### src/rtl/batt_link_pkg.sv
package batt_link_pkg;

    typedef enum logic [1:0] {
        LINK_OPEN   = 2'd0,
        LINK_CLOSED = 2'd1,
        LINK_LOCKED = 2'd2
    } link_state_e;

    typedef struct packed {
        logic req;
        logic pwr;
    } link_in_t;

    function automatic link_state_e link_next(
        input link_state_e cur,
        input link_in_t    in,
        input logic        hold_done
    );
        link_state_e nxt;
        nxt = cur;
        if (in.pwr) begin
            nxt = LINK_LOCKED;
        end else begin
            unique case (cur)
                LINK_OPEN:   nxt = hold_done ? LINK_CLOSED : LINK_OPEN;
                LINK_CLOSED: nxt = in.req ? LINK_CLOSED : LINK_OPEN;
                LINK_LOCKED: nxt = in.req ? LINK_CLOSED : LINK_OPEN;
                default:     nxt = LINK_OPEN;
            endcase
        end
        return nxt;
    endfunction

    function automatic logic link_may_count(
        input link_state_e cur,
        input link_in_t    in
    );
        return (cur == LINK_OPEN) && !in.pwr && in.req;
    endfunction

endpackage

### src/rtl/batt_hold_timer.sv
module batt_hold_timer #(
    parameter int HOLD_TICKS = 65536
) (
    input  logic clk,
    input  logic rst,
    input  logic count_en,
    output logic hold_done
);
    localparam int CNT_W = $clog2(HOLD_TICKS + 1);
    localparam logic [CNT_W-1:0] LAST = CNT_W'(HOLD_TICKS - 1);

    logic [CNT_W-1:0] cnt;

    always_ff @(posedge clk) begin
        if (rst) begin
            cnt <= '0;
        end else if (!count_en || cnt == LAST) begin
            cnt <= '0;
        end else begin
            cnt <= cnt + 1'b1;
        end
    end

    assign hold_done = count_en && (cnt == LAST);

    AST_CNT_BOUND: assert property (@(posedge clk) disable iff (rst)
        cnt <= LAST);
    AST_CNT_RESTART: assert property (@(posedge clk) disable iff (rst)
        !count_en |=> cnt == '0);
    AST_CNT_RESET: assert property (@(posedge clk)
        rst |=> cnt == '0);

endmodule

### src/rtl/batt_link_fsm.sv
module batt_link_fsm
    import batt_link_pkg::*;
(
    input  logic     clk,
    input  logic     rst,
    input  link_in_t in_now,
    input  logic     hold_done,
    output logic     count_en,
    output logic     link_closed
);
    link_state_e state, state_nxt;

    always_comb begin
        state_nxt = link_next(state, in_now, hold_done);
        count_en  = link_may_count(state, in_now);
    end

    always_ff @(posedge clk) begin
        if (rst) begin
            state <= LINK_OPEN;
        end else begin
            state <= state_nxt;
        end
    end

    assign link_closed = (state == LINK_CLOSED);

    AST_PWR_OPENS: assert property (@(posedge clk) disable iff (rst)
        in_now.pwr |=> !link_closed);
    AST_LOW_OPENS: assert property (@(posedge clk) disable iff (rst)
        (!in_now.pwr && !in_now.req) |=> !link_closed);
    AST_HELD_STAYS: assert property (@(posedge clk) disable iff (rst)
        (link_closed && !in_now.pwr && in_now.req) |=> link_closed);
    AST_RESUME_NOW: assert property (@(posedge clk) disable iff (rst)
        (state == LINK_LOCKED && !in_now.pwr && in_now.req) |=> link_closed);
    AST_RESUME_LOW: assert property (@(posedge clk) disable iff (rst)
        (state == LINK_LOCKED && !in_now.pwr && !in_now.req) |=> !link_closed);
    AST_NO_COUNT_LOCKED: assert property (@(posedge clk) disable iff (rst)
        (state == LINK_LOCKED) |-> !count_en);
    AST_RESET_OPEN: assert property (@(posedge clk)
        rst |=> !link_closed);

endmodule

### src/rtl/batt_link_ctrl.sv
module batt_link_ctrl
    import batt_link_pkg::*;
#(
    parameter int HOLD_TICKS = 65536
) (
    input  logic clk,
    input  logic rst,
    input  logic bat_req_i,
    input  logic pwr_valid_i,
    output logic bat_connect_o
);
    link_in_t in_now;
    logic     count_en;
    logic     hold_done;

    assign in_now.req = bat_req_i;
    assign in_now.pwr = pwr_valid_i;

    batt_hold_timer #(.HOLD_TICKS(HOLD_TICKS)) u_timer (
        .clk       (clk),
        .rst       (rst),
        .count_en  (count_en),
        .hold_done (hold_done)
    );

    batt_link_fsm u_fsm (
        .clk         (clk),
        .rst         (rst),
        .in_now      (in_now),
        .hold_done   (hold_done),
        .count_en    (count_en),
        .link_closed (bat_connect_o)
    );

endmodule

### config.mk
export PLATFORM = sky130hd
export DESIGN_NAME = batt_link_ctrl
export DESIGN_NICKNAME = d
export VERILOG_FILES = /design/src/rtl/batt_link_pkg.sv /design/src/rtl/batt_hold_timer.sv /design/src/rtl/batt_link_fsm.sv /design/src/rtl/batt_link_ctrl.sv
export SDC_FILE = /design/constraint.sdc
export NUM_CORES = 1
export LEC_CHECK = 0
export BUFFER_PORTS_ARGS = -buffer_cell sky130_fd_sc_hd__buf_4
export CORE_MARGIN = 2
export CORE_UTILIZATION = 49
export DETAILED_ROUTE_END_ITERATION = 16
export GPL_TIMING_DRIVEN = 1
export PLACE_DENSITY = 0.63
export SLEW_MARGIN = 20
export SYNTH_ARGS = -nofsm -noshare
export SYNTH_HDL_FRONTEND = slang
export SYNTH_HIERARCHICAL = 1
export SYNTH_SLANG_ARGS = --single-unit
### constraint.sdc
create_clock -name clk -period 4.7 [get_ports clk]
set_input_delay 0.94 -clock clk [delete_from_list [all_inputs] [get_ports clk]]
set_output_delay 0.94 -clock clk [all_outputs]
set_load 0.05 [all_outputs]
* After elaboration in Yosys (flattened, before gate mapping) *
Index checks and enable logic that the tools add are counted.

word-level totals
  flip-flop bits (word level) = 19
  latch bits = 0
  memory bits (writable) = 0
  memory bits (read-only) = 0
  input port bits = 4
  output and inout bits = 1
  word-level logic and storage cells = 21
  memories kept = 0

operators by class
  $add $sub $neg = 1
  multiply operators = 0
  div/mod/pow operators = 0
  $lt $le $gt $ge = 0
  equal/unequal tests = 3
  shifts and indexed selects = 0
  mux-type cells = 4
  bitwise logic cells = 0
  reduce and logical (&&, ||, !) cells = 10

operator list
  operator                                          count
  adder 17 x 1 -> 17 bit (second input constant)    1
  == test 17 x 16 -> 1 bit (second input constant)  1
  OR reduction 2 bit                                3
  case mux 2 bit (2 select lines)                   1
  logical AND 1 bit                                 3
  == test 2 x 1 -> 1 bit (second input constant)    1
  == test 2 bit (second input constant)             1
  logical NOT 1 bit                                 2
  logical NOT 2 bit                                 1
  two-way mux 1 bit                                 2
  two-way mux 2 bit                                 1
  logical OR 1 bit                                  1

* Longest topological paths before layout *
Gate-level depths: netlist (run 1).

  word-level depth = 7
  gate-level depth with buffers = 9
  mapped depth without buffers = 8

* Cells and area by module *
Netlist (run 1), hierarchy kept.

modules (own cells, without submodules)
  module           times used  cells an instance  area an instance (sq um)  sequential area each (sq um)
  batt_hold_timer  1           88                 792.0                     340.3
  batt_link_fsm    1           11                 121.4                     40.0

* Least setup slack after synthesis (run 1) *
OpenSTA, ideal clock, no wires.

  path kind = reg2reg
  start = register u_timer.cnt[0]
  end = register u_timer.cnt[2]
  setup time = 128 ps
  arrival = 1,912 ps
  required time = 4,572 ps
  setup slack = 2,660 ps
  cell stages (with the launch flop) = 10
  path buffers = 1
  period minus slack after synthesis = 2,040 ps
  cells stage by stage = dfxtp_1 ha_1 nand4_2 nor4_1 and3_1 ha_1 nor2_1 nand2_1 clkbuf_1 nor2_1

on the way
  longest elaborated chain between the ends = 3
  elaborated cells on any way between the ends = 4
  classes of those cells = add/sub: 1; eq/ne: 1; reduce/logical: 2

RTL lines
  item                                                            RTL line               source
  start: declaration                                              batt_hold_timer.sv:12  logic [CNT_W-1:0] cnt;
  start signal: assignment                                        batt_hold_timer.sv:20  cnt <= cnt + 1'b1;
  branches (longest 3 deep; another with adder 17 x 1 -> 17 bit)  -

Several ways; the timed one is not identified.
A chain may end at the register's enable or synchronous reset.

* Worst setup path after layout (run 1) *
  start = register u_timer.cnt[0]
  end = register u_timer.cnt[3]

Same word-level chain as after synthesis.

==> flow_metrics.env, run 1 <==
export IMPL_status="finished clean"
export IMPL_synth_nets=108
export IMPL_root_buffer="clkbuf_4"
export IMPL_h_tree_depth=1
export IMPL_synth_seq_cells=19
export IMPL_skew_ns=0.00592
export IMPL_nNetsFinal=116
export IMPL_period_minus_slack_ns=2.23
export IMPL_hold_start="u_timer/cnt[15]"
export IMPL_cts_tree="done"
export IMPL_synth_compound_area_share_pct=12.1
export IMPL_path_cells="ha_1 > nand4_2 > nor4_1 > and3_1 > ha_1 > nor2_1 > nand2_1 > nor2_1"
export IMPL_nFillCells=167
export IMPL_drc=0
export IMPL_cts_sinks=19
export IMPL_end_kind="register"
export IMPL_areaGrowthSynthToFinish_pct=9.18
export IMPL_peakVddDrop_mv=0.189
export IMPL_grt_max_degree=12
export IMPL_io_buffers=4
export IMPL_setup_tns_final_ns=0
export IMPL_critPathRequiredTime_ns=4.87
export IMPL_cts_resized=0
export IMPL_postCtsSetupRepairBufs=0
export IMPL_slew_violations=0
export IMPL_synth_distinct_cells=28
export IMPL_ys_warn_count=6
export IMPL_yosys_mux_area_fraction_pct=3.29
export IMPL_clock_path_buffers=2
export IMPL_wl_per_cell_um=11.8
export IMPL_dr_first_iter_drc_count=7
export IMPL_rsz0062_at_grt="no"
export IMPL_min_path_type="register to register"
export IMPL_diodes=0
export IMPL_crit_path_max_incr_delay_ns=0.42
export IMPL_wl_um=1550
export IMPL_drv_cap=0
export IMPL_netlist_area_um2=913
export IMPL_rows=15
export IMPL_slew_headroom_pct=63.9
export IMPL_pin_count=5
export IMPL_crit_arrival_ns=2.40
export IMPL_crit_fanout=11
export IMPL_clkLatencyLatePin_ns=0.29
export IMPL_hold_ws_ns=0.479
export IMPL_dieArea_mm2=0.00223
export IMPL_dp_hpwl_um=1160
export IMPL_dieHeight_um=47.2
export IMPL_groute_usage_overall_pct=15.5
export IMPL_antenna_left=0
export IMPL_core_mm2=0.00175
export IMPL_critPathLaunchType="register"
export IMPL_postLayoutCellArea_um2=997
export IMPL_r2r_slack_ns=2.47
export IMPL_netlist_instances=99
export IMPL_synthSimpleGateAreaFrac_pct=30.4
export IMPL_finalSetupViolations=0
export IMPL_start_util_pct=52.3
export IMPL_die_x_um=47.2
export IMPL_antenna_found_initial=0
export IMPL_synth_xor_area_share_pct=2.88
export IMPL_grt_pass1_wl_um=2400
export IMPL_hold_viol=0
export IMPL_cts_buffers=3
export IMPL_r2r_cells=8
export IMPL_drtPass1Iterations=4
export IMPL_power_density_mw_per_mm2=254
export IMPL_gr_total_overflow=0
export IMPL_critical_path_class="register to register"
export IMPL_vias_per_cell=5.37
export IMPL_gp_congestion=0.760
export IMPL_vias=703
export IMPL_seq_area_frac_synth_pct=41.6
export IMPL_finalCritPeriodShare_pct=47.4
export IMPL_hold_buffers=0
export IMPL_worst_slew_pin_slew_ns=0.538
export IMPL_syn_area_per_cell_um2=9.23
export IMPL_drive_above_1_share_pct=12.3
export IMPL_whs_path_depth=2
export IMPL_cts_clk_slew_worst_paths_ns=0.11
export IMPL_min_to="u_timer/cnt[15]"
export IMPL_critPathSlowestCell="dfxtp_1"
export IMPL_synthAdderAreaFrac_pct=6.85
export IMPL_r2r_end="u_timer/cnt[3]"
export IMPL_r2r_start="u_timer/cnt[0]"
export IMPL_fmax_mhz=449
export IMPL_placed_area_um2=971
export IMPL_grt_pass1_vias=588
export IMPL_synth_top_family_by_area="simple AND/OR/NAND/NOR gates"
export IMPL_leakage_nw=0.337
## worst max-delay path by stage
stage / from / endpoint / slack, ns / cells after the start
final: u_timer/cnt[0] / u_timer/cnt[3] / 2.47 / 8
after global routing: u_timer/cnt[0] / u_timer/cnt[3] / 2.26 / 8
after CTS: u_timer/cnt[0] / u_timer/cnt[4] / 2.47 / 8
after detailed placement: u_timer/cnt[0] / u_timer/cnt[3] / 2.50 / 8
after global placement: u_timer/cnt[0] / u_timer/cnt[3] / 2.55 / 8
after floorplan: u_timer/cnt[0] / u_timer/cnt[2] / 2.66 / 9
## cells in the final DEF (no fill, tap or decap), types with 2 or more instances in the layout
master and instances:
and2_1 2, clkbuf_4 3, o21a_1 4, a21oi_1 6
xor2_1 2, nor2_1 6, nor4_1 3, ha_1 5
inv_1 6, nand3_1 6, dfxtp_1 19, nand2_1 8
nor3_1 2, nand2b_1 3, mux2i_1 3, o31ai_1 5
nand4_2 3, buf_4 4, or4_1 5
## state kept, by name, summed over array words and instances (netlist names)
| register | count |
|---|---|
| u_timer/cnt | 17 |
| u_fsm/state | 2 |
## final cells by class
class                   count  area (µm²)  area share, %
repair buffers              4        30.0           3.01
inverters                   6        22.5           2.26
well taps                  25        31.3           3.14
flip-flops and latches     19         380           38.1
clock buffers               4        26.3           2.63
multi-input cells          73         507           50.8
## power by group
part / switching, mW / internal (mW) / leakage (nW) / total (mW)
clock network: 0.0480 / 0.0330 / 0.0150 / 0.0810
registers: 0.000924 / 0.162 / 0.153 / 0.163
logic: 0.00522 / 0.00417 / 0.169 / 0.00939
total: 0.0542 / 0.199 / 0.337 / 0.253
## kinds of logic after synthesis
group / Yosys count
AO/OA/AOI/OAI: 17
XOR/XNOR: 3
adder cells (fa/ha/maj): 5
buffers and inverters: 7
flip-flops: 19
multiplexers: 3
AND/OR/NAND/NOR: 45
## metrics by stage
| step | utilization, % | total power [mW] | worst slack [ns] | std cells |
|---|---|---|---|---|
| after floorplan | - | 0.172 | 2.66 | 99 |
| after detailed placement | 55.6 | 0.176 | 2.50 | 127 |
| after global routing | 57.1 | 0.262 | 2.26 | 131 |
| final | 57.1 | 0.253 | 2.47 | 131 |
| after global placement | 55.6 | 0.176 | 2.55 | 127 |
| after CTS | 57.1 | 0.257 | 2.47 | 131 |
## cell usage after synthesis
cell type   n  area (µm²)
nor2_1      6        22.5
dfxtp_1    19         380
nor3_1      2        10.0
nand4_2     3        37.5
or4_1       5        37.5
and2_1      2        12.5
nor3b_2     1        12.5
ha_1        5        62.6
xnor2_1     1        8.76
and3_1      1        6.26
nand4_1     1        6.26
or3_1       1        6.26
xor2_1      2        17.5
o31ai_1     5        37.5
a22oi_1     1        7.51
nand2_1     8        30.0
and3b_2     1        10.0
nand2b_1    3        18.8
nor4_1      3        18.8
nor2b_1     1        6.26
mux2i_1     3        30.0
nand3_1     6        30.0
o21ai_1     1        5.00
inv_1       6        22.5
o21a_1      4        30.0
a21oi_1     6        30.0
nor4_2      1        12.5
clkbuf_1    1        3.75
## metal layers
metal	vias up	wire (µm)	GRT usage (%)
met5	-	0	0
met1	327	800	19.6
met4	0	15	6.67
li1	373	-	-
met3	2	21	4.62
met2	1	708	24.4
## critical path: cells and delay by family (launching register included)
kind          cells  cell delay (ns)
fa+ha+maj         2             0.44
flops             1             0.42
simple gates      6             1.25
No activity file was read; power rests on OpenSTA's default activity.
==> inputs of run 2 (changes only) <==
Settings changed: ABC_AREA from default to 1, PLACE_DENSITY 0.63 to 0.66.
Clock period 4.7 ns to 1.9 ns, I/O delays scaled along.
==> flow_metrics.env, run 2 <==
export IMPL_status="finished clean"
export IMPL_async_flop_share_pct=0
export IMPL_drive_above_1_share_pct=21.8
export IMPL_power_density_mw_per_mm2=552
export IMPL_reg_top3="u_timer/cnt: 17 flops, u_fsm/state: 2 flops"
export IMPL_start_util_pct=51.5
export IMPL_netlist_area_um2=1000
export IMPL_drv_cap=0
export IMPL_cts_buffers=3
export IMPL_seqCellArea_um2=383
export IMPL_diodes=0
export IMPL_critical_path_class="register to register"
export IMPL_period_minus_slack_ns=1.77
export IMPL_cts_tree="done"
export IMPL_layout_commonest_cell="nand2_1"
export IMPL_final_cell_mix="nand2_1 (33), nor2_1 (27), inv_1 (21), dfxtp_1 (17), buf_4 (8)"
export IMPL_r2r_slack_ns=0.13
export IMPL_r2r_end="u_timer/cnt[15]"
export IMPL_synth_ff_type="dfxtp_1"
export IMPL_slew_headroom_pct=80.6
export IMPL_whs_path_depth=2
export IMPL_wl_per_cell_um=10.4
export IMPL_slew_violations=0
export IMPL_nFillCells=203
export IMPL_critPathLaunchType="register"
export IMPL_rows=16
export IMPL_largest_reg_flops=17
export IMPL_dr_first_iter_drc_count=20
export IMPL_h_tree_depth=1
export IMPL_regMostFlops="u_timer/cnt"
export IMPL_total_power_uw=641
export IMPL_gp_congestion=0.856
export IMPL_synth_nets=151
export IMPL_root_buffer="clkbuf_4"
export IMPL_peakVddDrop_mv=0.449
export IMPL_min_to="u_fsm/state[1]"
export IMPL_io_buffers=4
export IMPL_seq_area_frac_synth_pct=38.0
export IMPL_antenna_found_initial=0
export IMPL_pin_count=5
export IMPL_ys_top_cells_by_area="dfxtp_1 (38%), nand2_1 (12%), nor2_1 (11%)"
export IMPL_end_kind="register"
export IMPL_drtPass1Iterations=4
export IMPL_synth_most_common_cell="nand2_1"
export IMPL_clock_path_buffers=2
export IMPL_core_mm2=0.00194
export IMPL_gr_total_overflow=0
export IMPL_leakage_nw=0.469
export IMPL_worst_slew_pin_slew_ns=0.290
export IMPL_min_path_type="primary input to register"
export IMPL_r2r_start="u_timer/cnt[1]"
export IMPL_wl_um=1910
export IMPL_grt_max_degree=11
export IMPL_synth_seq_cells=19
export IMPL_synth_edf_count=0
export IMPL_ys_warn_count=6
export IMPL_vias=876
export IMPL_nNetsFinal=166
export IMPL_fmax_mhz=566
export IMPL_synth_distinct_cells=23
export IMPL_cts_sinks=19
export IMPL_clkLatencyLatePin_ns=0.30
export IMPL_setup_tns_final_ns=0
export IMPL_die_x_um=49.2
export IMPL_r2r_cells=13
export IMPL_finalCritPeriodShare_pct=93.0
export IMPL_synth_top_area_cell="dfxtp_1"
export IMPL_groute_usage_overall_pct=17.2
export IMPL_drc=0
export IMPL_critPathRequiredTime_ns=2.10
export IMPL_vias_per_cell=4.79
export IMPL_dieArea_mm2=0.00242
export IMPL_crit_arrival_ns=1.97
export IMPL_syn_area_per_cell_um2=7.04
export IMPL_hold_start="rst"
export IMPL_netlist_instances=142
export IMPL_multi_input_area_um2=547
export IMPL_grt_pass1_vias=789
export IMPL_grt_pass1_wl_um=3150
export IMPL_crit_fanout=5
export IMPL_cts_clk_slew_worst_paths_ns=0.10
export IMPL_antenna_left=0
export IMPL_skew_ns=0.00345
export IMPL_yosys_top_cells_count="nand2_1 (33), nor2_1 (29), inv_1 (21)"
export IMPL_finalSetupViolations=0
export IMPL_dieHeight_um=49.2
export IMPL_areaGrowthSynthToFinish_pct=16.1
export IMPL_dp_hpwl_um=1390
export IMPL_hold_viol=0
export IMPL_synth_top_area_share_pct=38.0
-- run 2: layout make-up --
cell class	instances	area share, %
clock buffer	4	2.26
timing repair buffer	9	6.14
inverter	24	7.97
sequential	19	33.0
multi-input combinational	99	47.1
tap	27	2.91
timing repair inverter	1	0.647
-- run 2: worst max-delay path, stage by stage (launching register included) --
cell and delay [ns]:
dfxtp_2 0.37, ha_4 0.14, nand2_2 0.08, nor2_4 0.18, nand2_4 0.08, inv_2 0.06, nand2_2 0.06, nor2_2 0.09
ha_2 0.21, nor3_4 0.05, buf_4 0.15, buf_6 0.12, nand2_1 0.07, nor2_2 0.03
-- run 2: logic make-up (layout without fill, tap and decap cells) --
family / count (synthesis) / count (layout) / synth area share [%]
adder cells (fa/ha/maj): 5 / 5 / 6.26
AND/OR/NAND/NOR: 81 / 81 / 37.7
XOR/XNOR: 2 / 2 / 1.75
AO/OA/AOI/OAI: 11 / 11 / 7.01
buffers and inverters: 24 / 38 / 9.26
flip-flops: 19 / 19 / 38.0
-- run 2: worst max-delay path by stage --
stage / start / to / slack, ns / cells past startpoint
after floorplan: u_timer/cnt[0] / u_timer/cnt[4] / 0.14 / 12
after global placement: u_timer/cnt[0] / u_timer/cnt[4] / 0.11 / 12
after detailed placement: u_timer/cnt[1] / u_timer/cnt[4] / 0.05 / 12
after CTS: u_timer/cnt[1] / u_timer/cnt[4] / 0.01 / 12
after global routing: u_timer/cnt[1] / u_timer/cnt[15] / -0.006 / 13
final: u_timer/cnt[1] / u_timer/cnt[15] / 0.13 / 13
-- run 2: metal layers --
metal  wire length (µm)  vias to the layer above  global-route usage [%]
met5                  0                        -                       0
met4                 81                        0                    12.9
met2                853                       29                    25.9
met1                855                      379                    21.0
li1                   -                      458                       -
met3                119                       10                    4.29
-- run 2: power by group --
part           switching, mW  leakage (nW)  internal (mW)
clock network          0.121        0.0150         0.0818
logic                 0.0193         0.300         0.0161
registers            0.00191         0.154          0.401
-- run 2: stage by stage --
stage / std cells / setup WS (ns) / util, % / hold WS, ns / instance area, µm²
5_1_grt: 183 / -0.00611 / 59.8 / 0.262 / 1160
6_report: 183 / 0.133 / 59.8 / 0.268 / 1160
2_1_floorplan: 142 / 0.140 / - / 0.430 / 1000
4_1_cts: 179 / 0.0101 / 56.9 / 0.252 / 1100
3_3_place_gp: 175 / 0.113 / 55.5 / 0.483 / 1080
3_5_place_dp: 175 / 0.0478 / 55.5 / 0.487 / 1080
-- run 2: timing repair --
item / in CTS / in global routing
hold buffers: 0 / 0
buffers inserted: 0 / 3
hold endpoints to repair: 0 / 0
endpoints found under the setup margin: 0 / 11
resized for setup: 0 / 8
==> inputs of run 3 (changes only) <==
Settings changed: ABC_AREA 1 to 0, TNS_END_PERCENT from default to 30.
==> flow_metrics.env, run 3 (synthesized netlist as in run 1, its figures left out) <==
export IMPL_h_tree_depth=1
export IMPL_fmax_mhz=553
export IMPL_wl_per_cell_um=12.7
export IMPL_setup_tns_final_ns=0
export IMPL_crit_fanout=6
export IMPL_crit_path_max_incr_delay_ns=0.37
export IMPL_peakVddDrop_mv=0.458
export IMPL_wl_um=1800
export IMPL_critPathSlowestCell="dfxtp_2"
export IMPL_vias=751
export IMPL_finalSetupViolations=0
export IMPL_power_density_mw_per_mm2=566
export IMPL_cts_clk_slew_worst_paths_ns=0.11
export IMPL_slew_headroom_pct=69.1
export IMPL_drive_above_1_share_pct=25.9
export IMPL_rows=15
export IMPL_min_path_type="primary input to register"
export IMPL_dp_hpwl_um=1260
export IMPL_hold_viol=0
export IMPL_critPathRequiredTime_ns=2.08
export IMPL_cts_buffers=3
export IMPL_path_cells="ha_4 > nand4_4 > nor4_4 > and3_1 > ha_2 > nor2_1 > nand2_1 > buf_6 > a21oi_1"
export IMPL_end_kind="register"
export IMPL_total_power_uw=637
export IMPL_clkLatencyLatePin_ns=0.29
export IMPL_rsz0062_at_grt="yes"
export IMPL_root_buffer="clkbuf_4"
export IMPL_finish_utilization_pct=64.5
export IMPL_groute_usage_overall_pct=18.8
export IMPL_antenna_left=0
export IMPL_skew_ns=0.00239
export IMPL_vias_per_cell=5.33
export IMPL_areaGrowthSynthToFinish_pct=23.3
export IMPL_grt_max_degree=12
export IMPL_gp_congestion=0.752
export IMPL_grt_pass1_vias=660
export IMPL_final_cell_mix="dfxtp_1 (16), buf_4 (13), nand2_1 (8)"
export IMPL_cts_sinks=19
export IMPL_dr_first_iter_drc_count=18
export IMPL_reg_top3="u_timer/cnt: 17 flops, u_fsm/state: 2 flops"
export IMPL_core_mm2=0.00175
export IMPL_cts_tree="done"
export IMPL_drv_cap=0
export IMPL_leakage_nw=0.410
export IMPL_critical_path_class="register to register"
export IMPL_layout_commonest_cell="dfxtp_1"
export IMPL_regMostFlops="u_timer/cnt"
export IMPL_crit_arrival_ns=1.99
export IMPL_drc=0
export IMPL_diodes=0
export IMPL_dieArea_mm2=0.00223
export IMPL_period_minus_slack_ns=1.81
export IMPL_io_buffers=4
export IMPL_hold_buffers=0
export IMPL_nNetsFinal=126
export IMPL_start_util_pct=52.3
export IMPL_finalCritPeriodShare_pct=95.1
export IMPL_status="finished clean"
export IMPL_slew_violations=0
export IMPL_clock_path_buffers=2
export IMPL_worst_slew_pin_slew_ns=0.460
export IMPL_antenna_found_initial=0
export IMPL_largest_reg_flops=17
export IMPL_grt_pass1_wl_um=2900
export IMPL_critPathLaunchType="register"
export IMPL_dieHeight_um=47.2
export IMPL_gr_total_overflow=0
export IMPL_die_x_um=47.2
export IMPL_drtPass1Iterations=4
export IMPL_pin_count=5
==> run 3: area by class of cell <==
class | count | area (µm²)
Clock buffer | 3 | 22.5
Clock inverter | 1 | 5.00
Fill cell | 146 | 619
Inverter | 6 | 22.5
Multi-Input combinational cell | 73 | 552
Sequential cell | 19 | 384
Tap cell | 25 | 31.3
Timing Repair Buffer | 14 | 109
==> run 3: timing repair <==
action                                  4_1_cts  5_1_grt
pin swaps                                     0        2
setup buffers                                 0        1
resized for setup                             1       10
endpoints found under the setup margin        3       16
cloned                                        0        1
==> run 3: metal layers <==
layer	vias to the layer above	routed length [µm]	track usage (%)	share of wire [%]
li1	395	-	-	-
met1	350	894	25.5	50
met2	4	856	29.0	48
met3	2	28	3.46	1.6
met4	0	18	8.33	1.0
met5	-	0	0	0
==> run 3: path summary, 6_finish.rpt <==
kind                   start               to  slack [ns]  cells after the start
min              pwr_valid_i   u_fsm/state[0]        0.25                      2
max           u_timer/cnt[0]  u_timer/cnt[12]        0.09                      9
min reg2reg  u_timer/cnt[15]  u_timer/cnt[15]        0.48                      2
max reg2reg   u_timer/cnt[0]  u_timer/cnt[12]        0.09                      9
==> run 3: per-stage QoR <==
step | cells | instance area [µm²] | setup slack (ns) | hold slack (ns)
2_1_floorplan | 99 | 921 | 0.0474 | 0.438
5_1_grt | 141 | 1130 | -0.0390 | 0.243
3_3_place_gp | 135 | 1040 | 0.0646 | 0.453
4_1_cts | 139 | 1070 | 0.0218 | 0.245
3_5_place_dp | 135 | 1040 | -0.0156 | 0.468
6_report | 141 | 1130 | 0.0927 | 0.250
==> run 3: worst max-delay path, delay by kind of cell, from the launching register on <==
kind	cells	cell delay, ns
buf+inv	1	0.14
compound gates	1	0.05
simple gates	5	0.76
flops	1	0.37
fa+ha+maj	2	0.37
==> run 3: where the power goes <==
part | switching (mW) | internal (mW) | leakage (nW)
clock | 0.126 | 0.0782 | 0.0177
sequential | 0.00183 | 0.401 | 0.155
combinational | 0.0156 | 0.0147 | 0.238
total | 0.144 | 0.494 | 0.410
